--- src/rtl/dca_pkg.sv ---
package dca_pkg;

  localparam int MODE_NONE  = 0;
  localparam int MODE_ONE   = 1;
  localparam int MODE_TWO   = 2;
  localparam int MODE_WIDE  = 3;

  // Bit set of the patched positions within the nb-bit window ending at the split's upper bit.
  function automatic int unsigned fix_mask(input int mode, input int nb);
    case (mode)
      MODE_NONE: return 0;
      MODE_ONE:  return 1 << (nb - 1);
      MODE_TWO:  return 3 << (nb - 2);
      default:   return (1 << nb) - 1;
    endcase
  endfunction

endpackage

--- src/rtl/dca_lower_seg.sv ---
module dca_lower_seg #(
  parameter int LO = 4
) (
  input  logic [LO-1:0] a,
  input  logic [LO-1:0] b,
  output logic [LO-1:0] pre_sum,
  output logic          c_exact,
  output logic          c_pred
);
  logic [LO-1:0] chain;

  assign chain[0] = 1'b0;

  // Cheap cells: carry ignores carry-in.
  for (genvar i = 0; i < LO - 1; i++) begin : g_cheap
    always_comb begin
      pre_sum[i]   = a[i] ^ b[i] ^ chain[i];
      chain[i + 1] = a[i] & b[i];
    end
  end

  // Splitter cell at the top of the lower half.
  always_comb begin
    pre_sum[LO-1] = a[LO-1] ^ b[LO-1] ^ chain[LO-1];
    c_pred        = a[LO-1] & b[LO-1];
    c_exact       = c_pred | ((a[LO-1] | b[LO-1]) & chain[LO-1]);
  end
endmodule

--- src/rtl/dca_upper_seg.sv ---
module dca_upper_seg #(
  parameter int HI = 4
) (
  input  logic [HI-1:0] a,
  input  logic [HI-1:0] b,
  input  logic          c_exact,
  input  logic          c_pred,
  output logic [HI-1:0] pre_sum,
  output logic          cout
);
  logic [HI:0] chain;

  // Joiner cell: sum from the exact carry, carry-out from the predicted one.
  always_comb begin
    pre_sum[0] = a[0] ^ b[0] ^ c_exact;
    chain[1]   = (a[0] & b[0]) | ((a[0] | b[0]) & c_pred);
  end

  for (genvar i = 1; i < HI; i++) begin : g_ripple
    always_comb begin
      pre_sum[i]   = a[i] ^ b[i] ^ chain[i];
      chain[i + 1] = (a[i] & b[i]) | ((a[i] | b[i]) & chain[i]);
    end
  end

  assign chain[0] = c_exact;
  assign cout     = chain[HI];
endmodule

--- src/rtl/dca_fix_unit.sv ---
module dca_fix_unit #(
  parameter int MODE = 3,
  parameter int NB   = 5
) (
  input  logic [NB-1:0] pre_bits,
  input  logic          c_exact,
  input  logic          c_pred,
  output logic [NB-1:0] fixed_bits
);
  import dca_pkg::*;

  localparam int unsigned MASK_I = fix_mask(MODE, NB);
  localparam logic [NB-1:0] MASK = MASK_I[NB-1:0];

  logic lost_carry;

  always_comb begin
    lost_carry = c_exact & ~c_pred;
    fixed_bits = pre_bits | (lost_carry ? MASK : '0);
  end
endmodule

--- src/rtl/dca_adder.sv ---
module dca_adder #(
  parameter int W        = 8,
  parameter int LO       = 4,
  parameter int ERU_MODE = 3,
  parameter bit REG_OUT  = 1'b1
) (
  input  logic         clk,
  input  logic         rst_n,
  input  logic         in_valid,
  input  logic [W-1:0] a,
  input  logic [W-1:0] b,
  output logic         out_valid,
  output logic [W-1:0] sum,
  output logic         cout
);
  import dca_pkg::*;

  localparam int HI = W - LO;
  localparam int NB = LO + 1;
  localparam int unsigned MASK_I = fix_mask(ERU_MODE, NB);
  localparam logic [NB-1:0] MASK = MASK_I[NB-1:0];

  logic [LO-1:0] lo_pre;
  logic [HI-1:0] hi_pre;
  logic          c_exact, c_pred, hi_cout;
  logic [NB-1:0] win_pre, win_fixed;
  logic [W-1:0]  comb_sum;

  dca_lower_seg #(.LO(LO)) u_lower (
    .a(a[LO-1:0]), .b(b[LO-1:0]), .pre_sum(lo_pre),
    .c_exact(c_exact), .c_pred(c_pred)
  );

  dca_upper_seg #(.HI(HI)) u_upper (
    .a(a[W-1:LO]), .b(b[W-1:LO]), .c_exact(c_exact), .c_pred(c_pred),
    .pre_sum(hi_pre), .cout(hi_cout)
  );

  assign win_pre = {hi_pre[0], lo_pre};

  dca_fix_unit #(.MODE(ERU_MODE), .NB(NB)) u_fix (
    .pre_bits(win_pre), .c_exact(c_exact), .c_pred(c_pred),
    .fixed_bits(win_fixed)
  );

  if (HI > 1) begin : g_wide_upper
    assign comb_sum = {hi_pre[HI-1:1], win_fixed};
  end else begin : g_narrow_upper
    assign comb_sum = win_fixed;
  end

  if (REG_OUT) begin : g_reg
    logic [W-1:0] sum_q, sum_d;
    logic         cout_q, cout_d, vld_q, vld_d;

    always_comb begin
      vld_d  = in_valid;
      sum_d  = sum_q;
      cout_d = cout_q;
      if (in_valid) begin
        sum_d  = comb_sum;
        cout_d = hi_cout;
      end
    end

    always_ff @(posedge clk or negedge rst_n) begin
      if (!rst_n) begin
        sum_q  <= '0;
        cout_q <= 1'b0;
        vld_q  <= 1'b0;
      end else begin
        sum_q  <= sum_d;
        cout_q <= cout_d;
        vld_q  <= vld_d;
      end
    end

    assign sum       = sum_q;
    assign cout      = cout_q;
    assign out_valid = vld_q;

    p_valid_follows_r9: assert property (@(posedge clk) disable iff (!rst_n)
      in_valid |=> out_valid);
    p_idle_holds_r9: assert property (@(posedge clk) disable iff (!rst_n)
      !in_valid |=> (!out_valid && $stable(sum) && $stable(cout)));
  end else begin : g_comb
    assign sum       = comb_sum;
    assign cout      = hi_cout;
    assign out_valid = in_valid;
  end

  p_pred_implies_exact_r2: assert property (@(posedge clk) disable iff (!rst_n)
    c_pred |-> c_exact);
  p_fix_gated_r6: assert property (@(posedge clk) disable iff (!rst_n)
    (win_fixed != win_pre) |-> (c_exact && !c_pred));
  p_fix_never_clears_r7: assert property (@(posedge clk) disable iff (!rst_n)
    (win_pre & ~win_fixed) == '0);
  p_fix_in_mask_r5: assert property (@(posedge clk) disable iff (!rst_n)
    ((win_pre ^ win_fixed) & ~MASK) == '0);
endmodule

--- config.mk ---
export PLATFORM = sky130hd
export DESIGN_NAME = dca_adder
export DESIGN_NICKNAME = d
export VERILOG_FILES = /design/src/rtl/dca_pkg.sv /design/src/rtl/dca_lower_seg.sv /design/src/rtl/dca_upper_seg.sv /design/src/rtl/dca_fix_unit.sv /design/src/rtl/dca_adder.sv
export SDC_FILE = /design/constraint.sdc
export NUM_CORES = 1
export LEC_CHECK = 0
export BUFFER_PORTS_ARGS = -buffer_cell sky130_fd_sc_hd__buf_2
export CAP_MARGIN = 0
export CORE_MARGIN = 8
export CORE_UTILIZATION = 44
export DETAILED_ROUTE_END_ITERATION = 10
export GPL_TIMING_DRIVEN = 0
export PLACE_DENSITY = 0.76
export SYNTH_ARGS = -nofsm -noshare
export SYNTH_HDL_FRONTEND = slang
export SYNTH_SLANG_ARGS = --single-unit
--- constraint.sdc ---
create_clock -name clk -period 1.05 [get_ports clk]
set_clock_uncertainty 0.05 [all_clocks]
set_input_delay 0.0525 -clock clk [delete_from_list [all_inputs] [get_ports clk]]
set_output_delay 0.0525 -clock clk [all_outputs]
set_load 0.02 [all_outputs]
== Word level (Yosys, flattened, before mapping) ==
Cells that the tools add are included.

* Register bits after elaboration: 10
* Bits of input ports: 19
* Output and inout bits: 10
* Logic and storage cells: 45

* Muxes and demuxes: 1
* Bitwise logic cells: 41

{| class="wikitable"
|+ Operator list
! kind !! count
|-
| 1-bit bitwise XOR || 15
|-
| 1-bit AND || 14
|-
| 1-bit OR || 10
|-
| 5-bit two-way mux || 1
|-
| 5-bit OR || 1
|-
| 1-bit inverter || 1
|}

== Depth between registers and ports, before layout ==
Gate-level depths: netlist (run 1).

* Depth in word-level cells: 9
* Mapped depth: 9
* Mapped depth without buffers: 9

== Hierarchy ==
A second synthesis (run 1) with hierarchy kept.

* Cell total of the unflattened synthesis: 47
* Area total of the unflattened synthesis: 656.9 sq um

{| class="wikitable"
|+ By module, submodules not included
! module !! times used !! cells each !! area each (sq um) !! sequential area each (sq um)
|-
| dca_adder || 1 || 20 || 396.6 || 250.2
|-
| dca_upper_seg || 1 || 14 || 125.1 || 0.0
|-
| dca_lower_seg || 1 || 7 || 87.6 || 0.0
|-
| dca_fix_unit || 1 || 6 || 47.5 || 0.0
|}

== Worst setup path after synthesis (run 1) ==
OpenSTA, ideal clock, no wires.

* Kind: input to register
* Start: in a[4]
* End: reg g_reg.sum_q[7], in the netlist sum[7]
* Setup time: 0.125 ns
* Data arrival time: 1.657 ns
* Data required time: 0.875 ns
* Path slack: -0.782 ns
* Stages on the path: 9
* Path buffers: 0
* Cells stage by stage: inv_1 > ha_1 > inv_1 > a21oi_1 > fa_1 > inv_1 > fa_1 > fa_1 > mux2_2

* Longest elaborated chain between the ends: 8
* Elaborated cells on any way between the ends: 9
* Classes of those cells: bitwise: 9

{| class="wikitable"
|+ Ends and longest elaborated chain
! element !! RTL line !! RTL
|-
| start: declaration || dca_adder.sv:10 || <nowiki>input logic [W-1:0] a,</nowiki>
|-
| 1-bit OR || dca_upper_seg.sv:16 || <nowiki>chain[1] = (a[0] & b[0]) | ((a[0] | b[0]) & c_pred);</nowiki>
|-
| 1-bit AND || dca_upper_seg.sv:16 ||
|-
| 1-bit OR * || dca_upper_seg.sv:16 ||
|-
| 1-bit AND * || dca_upper_seg.sv:22 || <nowiki>chain[i + 1] = (a[i] & b[i]) | ((a[i] | b[i]) & chain[i]);</nowiki>
|-
| 1-bit OR * || dca_upper_seg.sv:22 ||
|-
| 1-bit AND * || dca_upper_seg.sv:22 ||
|-
| 1-bit OR * || dca_upper_seg.sv:22 ||
|-
| 1-bit bitwise XOR * || dca_upper_seg.sv:21 || <nowiki>pre_sum[i] = a[i] ^ b[i] ^ chain[i];</nowiki>
|-
| named net hi_pre[3] || dca_adder.sv:24 || <nowiki>logic [HI-1:0] hi_pre;</nowiki>
|-
| end signal: assignment || dca_adder.sv:72 || <nowiki>sum_q <= sum_d;</nowiki>
|-
| end: declaration || dca_adder.sv:53 || <nowiki>logic [W-1:0] sum_q, sum_d;</nowiki>
|}

Mark *: on every way through the listed nets, which the timed path passes. The rest lies on a longest branch.
A chain may end at the register's enable or synchronous reset.

== Final worst setup path (run 1) ==
Same ends and word-level chain as after synthesis.

==> impl_metrics.env, run 1 <==
export IMPL_most_common_layout_cells="25 x buf_2, 10 x dfrtp_1, 7 x inv_1"
export IMPL_die_area_um2=2870
export IMPL_layout_min_cycle_time_ns=1.61
export IMPL_max_slew_margin_rel=0.853
export IMPL_period_share=1.53
export IMPL_drv_cap=0
export IMPL_firstDrtPassIters=4
export IMPL_core_um2=1320
export IMPL_clkLatencyLatePin_ns=0.26
export IMPL_hold_viol=0
export IMPL_clock_fmax_mhz=621
export IMPL_numCtsBuffers=3
export IMPL_vias=502
export IMPL_ys_warn_count=0
export IMPL_gr_total_overflow=0
export IMPL_io_buffers=28
export IMPL_drive_above_1_share=0.539
export IMPL_finalInstanceArea_um2=967
export IMPL_required_ns=1.15
export IMPL_grt_max_degree=11
export IMPL_netlist_area_leader_share=0.402
export IMPL_syn_cell_area_um2=622
export IMPL_violations="negative setup slack"
export IMPL_wl_per_cell_um=12.5
export IMPL_setup_ws_ns=-0.562
export IMPL_finalWirelength_mm=1.30
export IMPL_path_class="primary input to flop"
export IMPL_worstSetupStartpointType="primary input"
export IMPL_clockBufferDepth=2
export IMPL_yosysSeqAreaShare=0.402
export IMPL_rows=13
export IMPL_utilization=0.734
export IMPL_syn_area_per_cell_um2=11.5
export IMPL_place_hpwl_mm=1.08
export IMPL_first_global_vias=555
export IMPL_start_util=0.472
export IMPL_final_common_cell="buf_2"
export IMPL_nets=120
export IMPL_synth_nets=84
export IMPL_status="complete, but fails checks"
export IMPL_synth_seq_cells=10
export IMPL_cts_tree="built"
export IMPL_die_y_um=53.6
export IMPL_die_width_um=53.6
export IMPL_io_pin_count=29
export IMPL_ant_nets=0
export IMPL_antenna_found_initial=0
export IMPL_drc=0
export IMPL_grt_usage=0.103
export IMPL_place_area_um2=828
export IMPL_rsz0062_at_grt="yes"
export IMPL_post_synth_top_area_cell="dfrtp_1"
export IMPL_slew_viol_final=0
export IMPL_irDropWorstVdd_v=0.000582
export IMPL_drt_iter0_drc=4
export IMPL_grt_first_pass_wirelength_mm=2.21
export IMPL_arrival_ns=1.71
export IMPL_hold_class="primary input to flop"
export IMPL_cts_root_buf="clkbuf_4"
export IMPL_setup_viol=3
export IMPL_gp_congestion=0.730
export IMPL_end_kind="flop"
export IMPL_area_growth_pct=55.5
export IMPL_cts_sinks=10
export IMPL_postSynthCellCount=54
export IMPL_viasPerCell=4.83
export IMPL_clk_pin_slew_ns=0.07
export IMPL_tightestPinTransition_ns=0.220
export IMPL_power_density_nw_per_um2=1280
export IMPL_antenna_cells=0
export IMPL_synth_area_leaders="dfrtp_1 40%, ha_1 14%, fa_1 13%"
export IMPL_htree_num_levels=1
export IMPL_fillers=96
export IMPL_leakagePower_nw=0.475
export IMPL_cp_max_fo=2
export IMPL_yosys_cell_types_count=15
## cell families after synthesis
kind of cell | share of synthesized area
flops | 0.402
fa+ha+maj | 0.270
simple gates | 0.0845
compound gates | 0.0724
buf+inv | 0.0744
xor+xnor | 0.0423
mux | 0.0543
## report_power, final
group	total, W	internal (W)	switching [W]
clock	0.000335	0.000210	0.000125
sequential	0.000476	0.000448	0.0000281
combinational	0.000425	0.000204	0.000221
total	0.00124	0.000862	0.000375
## routing by layer
layer | vias up | track usage | part of all wire
met2 | 14 | 0.172 | 0.51
met5 | - | 0 | 0
met4 | 0 | 0.0756 | 0.020
met3 | 2 | 0.0248 | 0.062
met1 | 243 | 0.112 | 0.40
li1 | 243 | - | -
## metrics by stage
stage	hold slack, ns	worst slack (ns)	instances	TNS (ns)	power [W]
floorplan	-0.293	-0.682	54	-1.74	0.000717
global placement	-0.129	-0.902	97	-2.93	0.000860
detailed placement	-0.129	-0.944	97	-3.09	0.000870
CTS	0.0823	-0.653	104	-1.58	0.00125
global route	0.109	-0.600	104	-1.48	0.00132
finish	0.0890	-0.562	104	-1.39	0.00124
## registers in the layout, summed over array words and instances (netlist names)
signal     cells
out_valid      1
sum            8
cout           1
## layout make-up
cell class	instances	area [µm²]	area share
Buffer	1	5.00	0.00517
Clock buffer	4	36.3	0.0375
Inverter	11	58.8	0.0608
Multi-Input combinational cell	32	393	0.406
Sequential cell	10	250	0.259
Tap cell	15	18.8	0.0194
Timing Repair Buffer	31	205	0.212
## Yosys cell counts
cell	instances
nor2_1	2
a21oi_1	1
nand2b_1	4
mux2_2	3
a31oi_1	2
nand4bb_1	1
buf_2	1
ha_1	7
or3b_1	1
o21ai_0	1
o211ai_1	3
xnor2_1	3
fa_1	4
dfrtp_1	10
inv_1	11
## worst max-delay path, stage by stage
cell and delay, ns:
buf_12 0.11, inv_12 0.04, ha_4 0.11, inv_2 0.03
a21oi_4 0.11, fa_2 0.20, inv_2 0.04, fa_2 0.33
fa_2 0.41, mux2_4 0.26
## worst paths after layout
kind / from / to / slack (ns) / depth (start not counted)
max in group asynchronous: rst_n / sum[0] / 0.62 / 2
max reg2reg: cout / cout / 0.25 / 1
max: a[4] / sum[7] / -0.56 / 10
min in group asynchronous: rst_n / cout / 0.14 / 2
min reg2reg: sum[6] / sum[6] / 0.46 / 1
min: in_valid / sum[2] / 0.09 / 3
## what timing repair did
action                                  in CTS  in global routing
setup buffers                                1                  0
hold endpoints to repair                    11                  0
endpoints found under the setup margin       3                  3
gates resized for setup                     17                  1
hold buffers                                 2                  0
pin swaps                                    6                  3
No activity file was read; power rests on OpenSTA's default activity.
==> run 2: changes to the inputs <==
--- a/config.mk
+++ b/config.mk
@@ -12,6 +12,7 @@
 export DETAILED_ROUTE_END_ITERATION = 10
 export GPL_TIMING_DRIVEN = 0
 export PLACE_DENSITY = 0.76
+export SKIP_CTS_REPAIR_TIMING = 1
 export SYNTH_ARGS = -nofsm -noshare
 export SYNTH_HDL_FRONTEND = slang
 export SYNTH_SLANG_ARGS = --single-unit
==> constraint.sdc (replaced) <==
create_clock -name clk -period 1.05 [get_ports clk]
set_clock_uncertainty 0.05 [all_clocks]
set_input_delay 0.21 -clock clk [delete_from_list [all_inputs] [get_ports clk]]
set_output_delay 0.21 -clock clk [all_outputs]
set_load 0.02 [all_outputs]
==> impl_metrics.env, run 2 (same netlist as run 1, synthesis figures left out) <==
export IMPL_status="complete, but fails checks"
export IMPL_violations="negative setup slack"
export IMPL_worstPathCellList="buf_8 > ha_2 > a21oi_4 > fa_2 > inv_2 > fa_2 > fa_2 > mux2_2"
export IMPL_die_width_um=53.6
export IMPL_period_share=1.70
export IMPL_arrival_ns=1.88
export IMPL_setup_ws_ns=-0.731
export IMPL_worst_path_buf_inv=2
export IMPL_crit_start="a[4]"
export IMPL_place_area_um2=847
export IMPL_end_kind="flop"
export IMPL_slew_viol_final=0
export IMPL_layout_min_cycle_time_ns=1.78
export IMPL_endpoint="sum[7]"
export IMPL_slowest_delay_ns=0.40
export IMPL_power_density_nw_per_um2=1310
export IMPL_place_hpwl_mm=1.15
export IMPL_die_area_um2=2870
export IMPL_io_buffers=28
export IMPL_hold_class="primary input to flop"
export IMPL_clk_pin_slew_ns=0.07
export IMPL_path_class="primary input to flop"
export IMPL_drv_cap=0
export IMPL_rsz0062_at_grt="yes"
export IMPL_htree_num_levels=1
export IMPL_drt_iter0_drc=2
export IMPL_gr_total_overflow=0
export IMPL_max_slew_margin_rel=0.844
export IMPL_use_met1=0.113
export IMPL_irDropWorstVdd_v=0.00100
export IMPL_wl_per_cell_um=14.6
export IMPL_grt_first_pass_wirelength_mm=2.27
export IMPL_stdcell_count=105
export IMPL_final_common_cell="buf_6"
export IMPL_grt_util_met2=0.180
export IMPL_nets=121
export IMPL_rr_startpoint="sum[6]"
export IMPL_numCtsBuffers=3
export IMPL_most_common_layout_cells="15 x buf_6, 13 x buf_2, 10 x dfrtp_1"
export IMPL_slowest_stage="fa_2"
export IMPL_path_common_cell="fa_2"
export IMPL_finalSetupTns_ns=-1.94
export IMPL_clkLatencyLatePin_ns=0.26
export IMPL_drc=0
export IMPL_drive_above_1_share=0.600
export IMPL_grtUsageMet3=0.0523
export IMPL_rows=13
export IMPL_first_global_vias=543
export IMPL_core_um2=1320
export IMPL_r2r_end="sum[6]"
export IMPL_clockBufferDepth=2
export IMPL_crit_family="adder cells"
export IMPL_fillers=81
export IMPL_io_pin_count=29
export IMPL_rr_worst_depth=2
export IMPL_required_ns=1.15
export IMPL_grt_usage=0.105
export IMPL_cts_sinks=10
export IMPL_tightestPinTransition_ns=0.234
export IMPL_utilization=0.794
export IMPL_area_growth_pct=68.2
export IMPL_firstDrtPassIters=2
export IMPL_grt_max_degree=11
export IMPL_finalWirelength_mm=1.53
export IMPL_antenna_cells=0
export IMPL_cts_root_buf="clkbuf_4"
export IMPL_clock_fmax_mhz=561
export IMPL_r2r_setup_slack_ns=0.11
export IMPL_place_inst=97
export IMPL_path_depth=8
export IMPL_leakagePower_nw=0.498
export IMPL_grt_busiest_layer="met2"
export IMPL_setup_viol=7
export IMPL_hold_viol=0
export IMPL_largest_reg_flops=8
export IMPL_antenna_found_initial=0
export IMPL_gp_congestion=0.722
export IMPL_cp_max_fo=2
export IMPL_worst_hold_slack_ns=0.0552
export IMPL_start_util=0.472
export IMPL_die_y_um=53.6
export IMPL_finalInstanceArea_um2=1050
export IMPL_vias=515
export IMPL_worstSetupStartpointType="primary input"
export IMPL_hold_path_depth=1
export IMPL_viasPerCell=4.90
export IMPL_ant_nets=0
export IMPL_cts_tree="built"
-- run 2: cell count changes in the layout (fill, tap and decap cells not counted), sizes merged --
cell and change:
buf +2, dlygate4sd3 -1, clkinv -1, inv +1
-- run 2: final cells by class --
| cell class | count | area [µm²] | area share |
|---|---|---|---|
| multi-input combinational | 32 | 400 | 0.383 |
| timing repair buffer | 32 | 277 | 0.264 |
| buffer | 1 | 5.00 | 0.00478 |
| inverter | 11 | 58.8 | 0.0562 |
| tap | 15 | 18.8 | 0.0179 |
| clock buffer | 4 | 36.3 | 0.0347 |
| sequential | 10 | 250 | 0.239 |
-- run 2: worst min path at each step --
stage                      to     start
floorplan                cout     rst_n
global placement       sum[7]     rst_n
detailed placement     sum[7]     rst_n
CTS                    sum[0]     rst_n
global route        out_valid  in_valid
finish              out_valid  in_valid
-- run 2: through the flow --
step | total power (W) | setup slack (ns)
after floorplan | 0.000729 | -0.839
after global placement | 0.000874 | -1.06
after detailed placement | 0.000887 | -1.08
after CTS | 0.00123 | -0.800
after global routing | 0.00146 | -0.769
final | 0.00137 | -0.731
-- run 2: power by group --
| group | switching [W] | total, W | internal [W] |
|---|---|---|---|
| clock | 0.000135 | 0.000345 | 0.000210 |
| sequential | 0.0000447 | 0.000494 | 0.000449 |
| combinational | 0.000236 | 0.000532 | 0.000296 |
| total | 0.000416 | 0.00137 | 0.000956 |
-- run 2: routing by layer --
metal  share of wire  wire, µm
met4           0.018        28
met1            0.37       559
met3            0.10       153
met5               0         0
met2            0.51       787
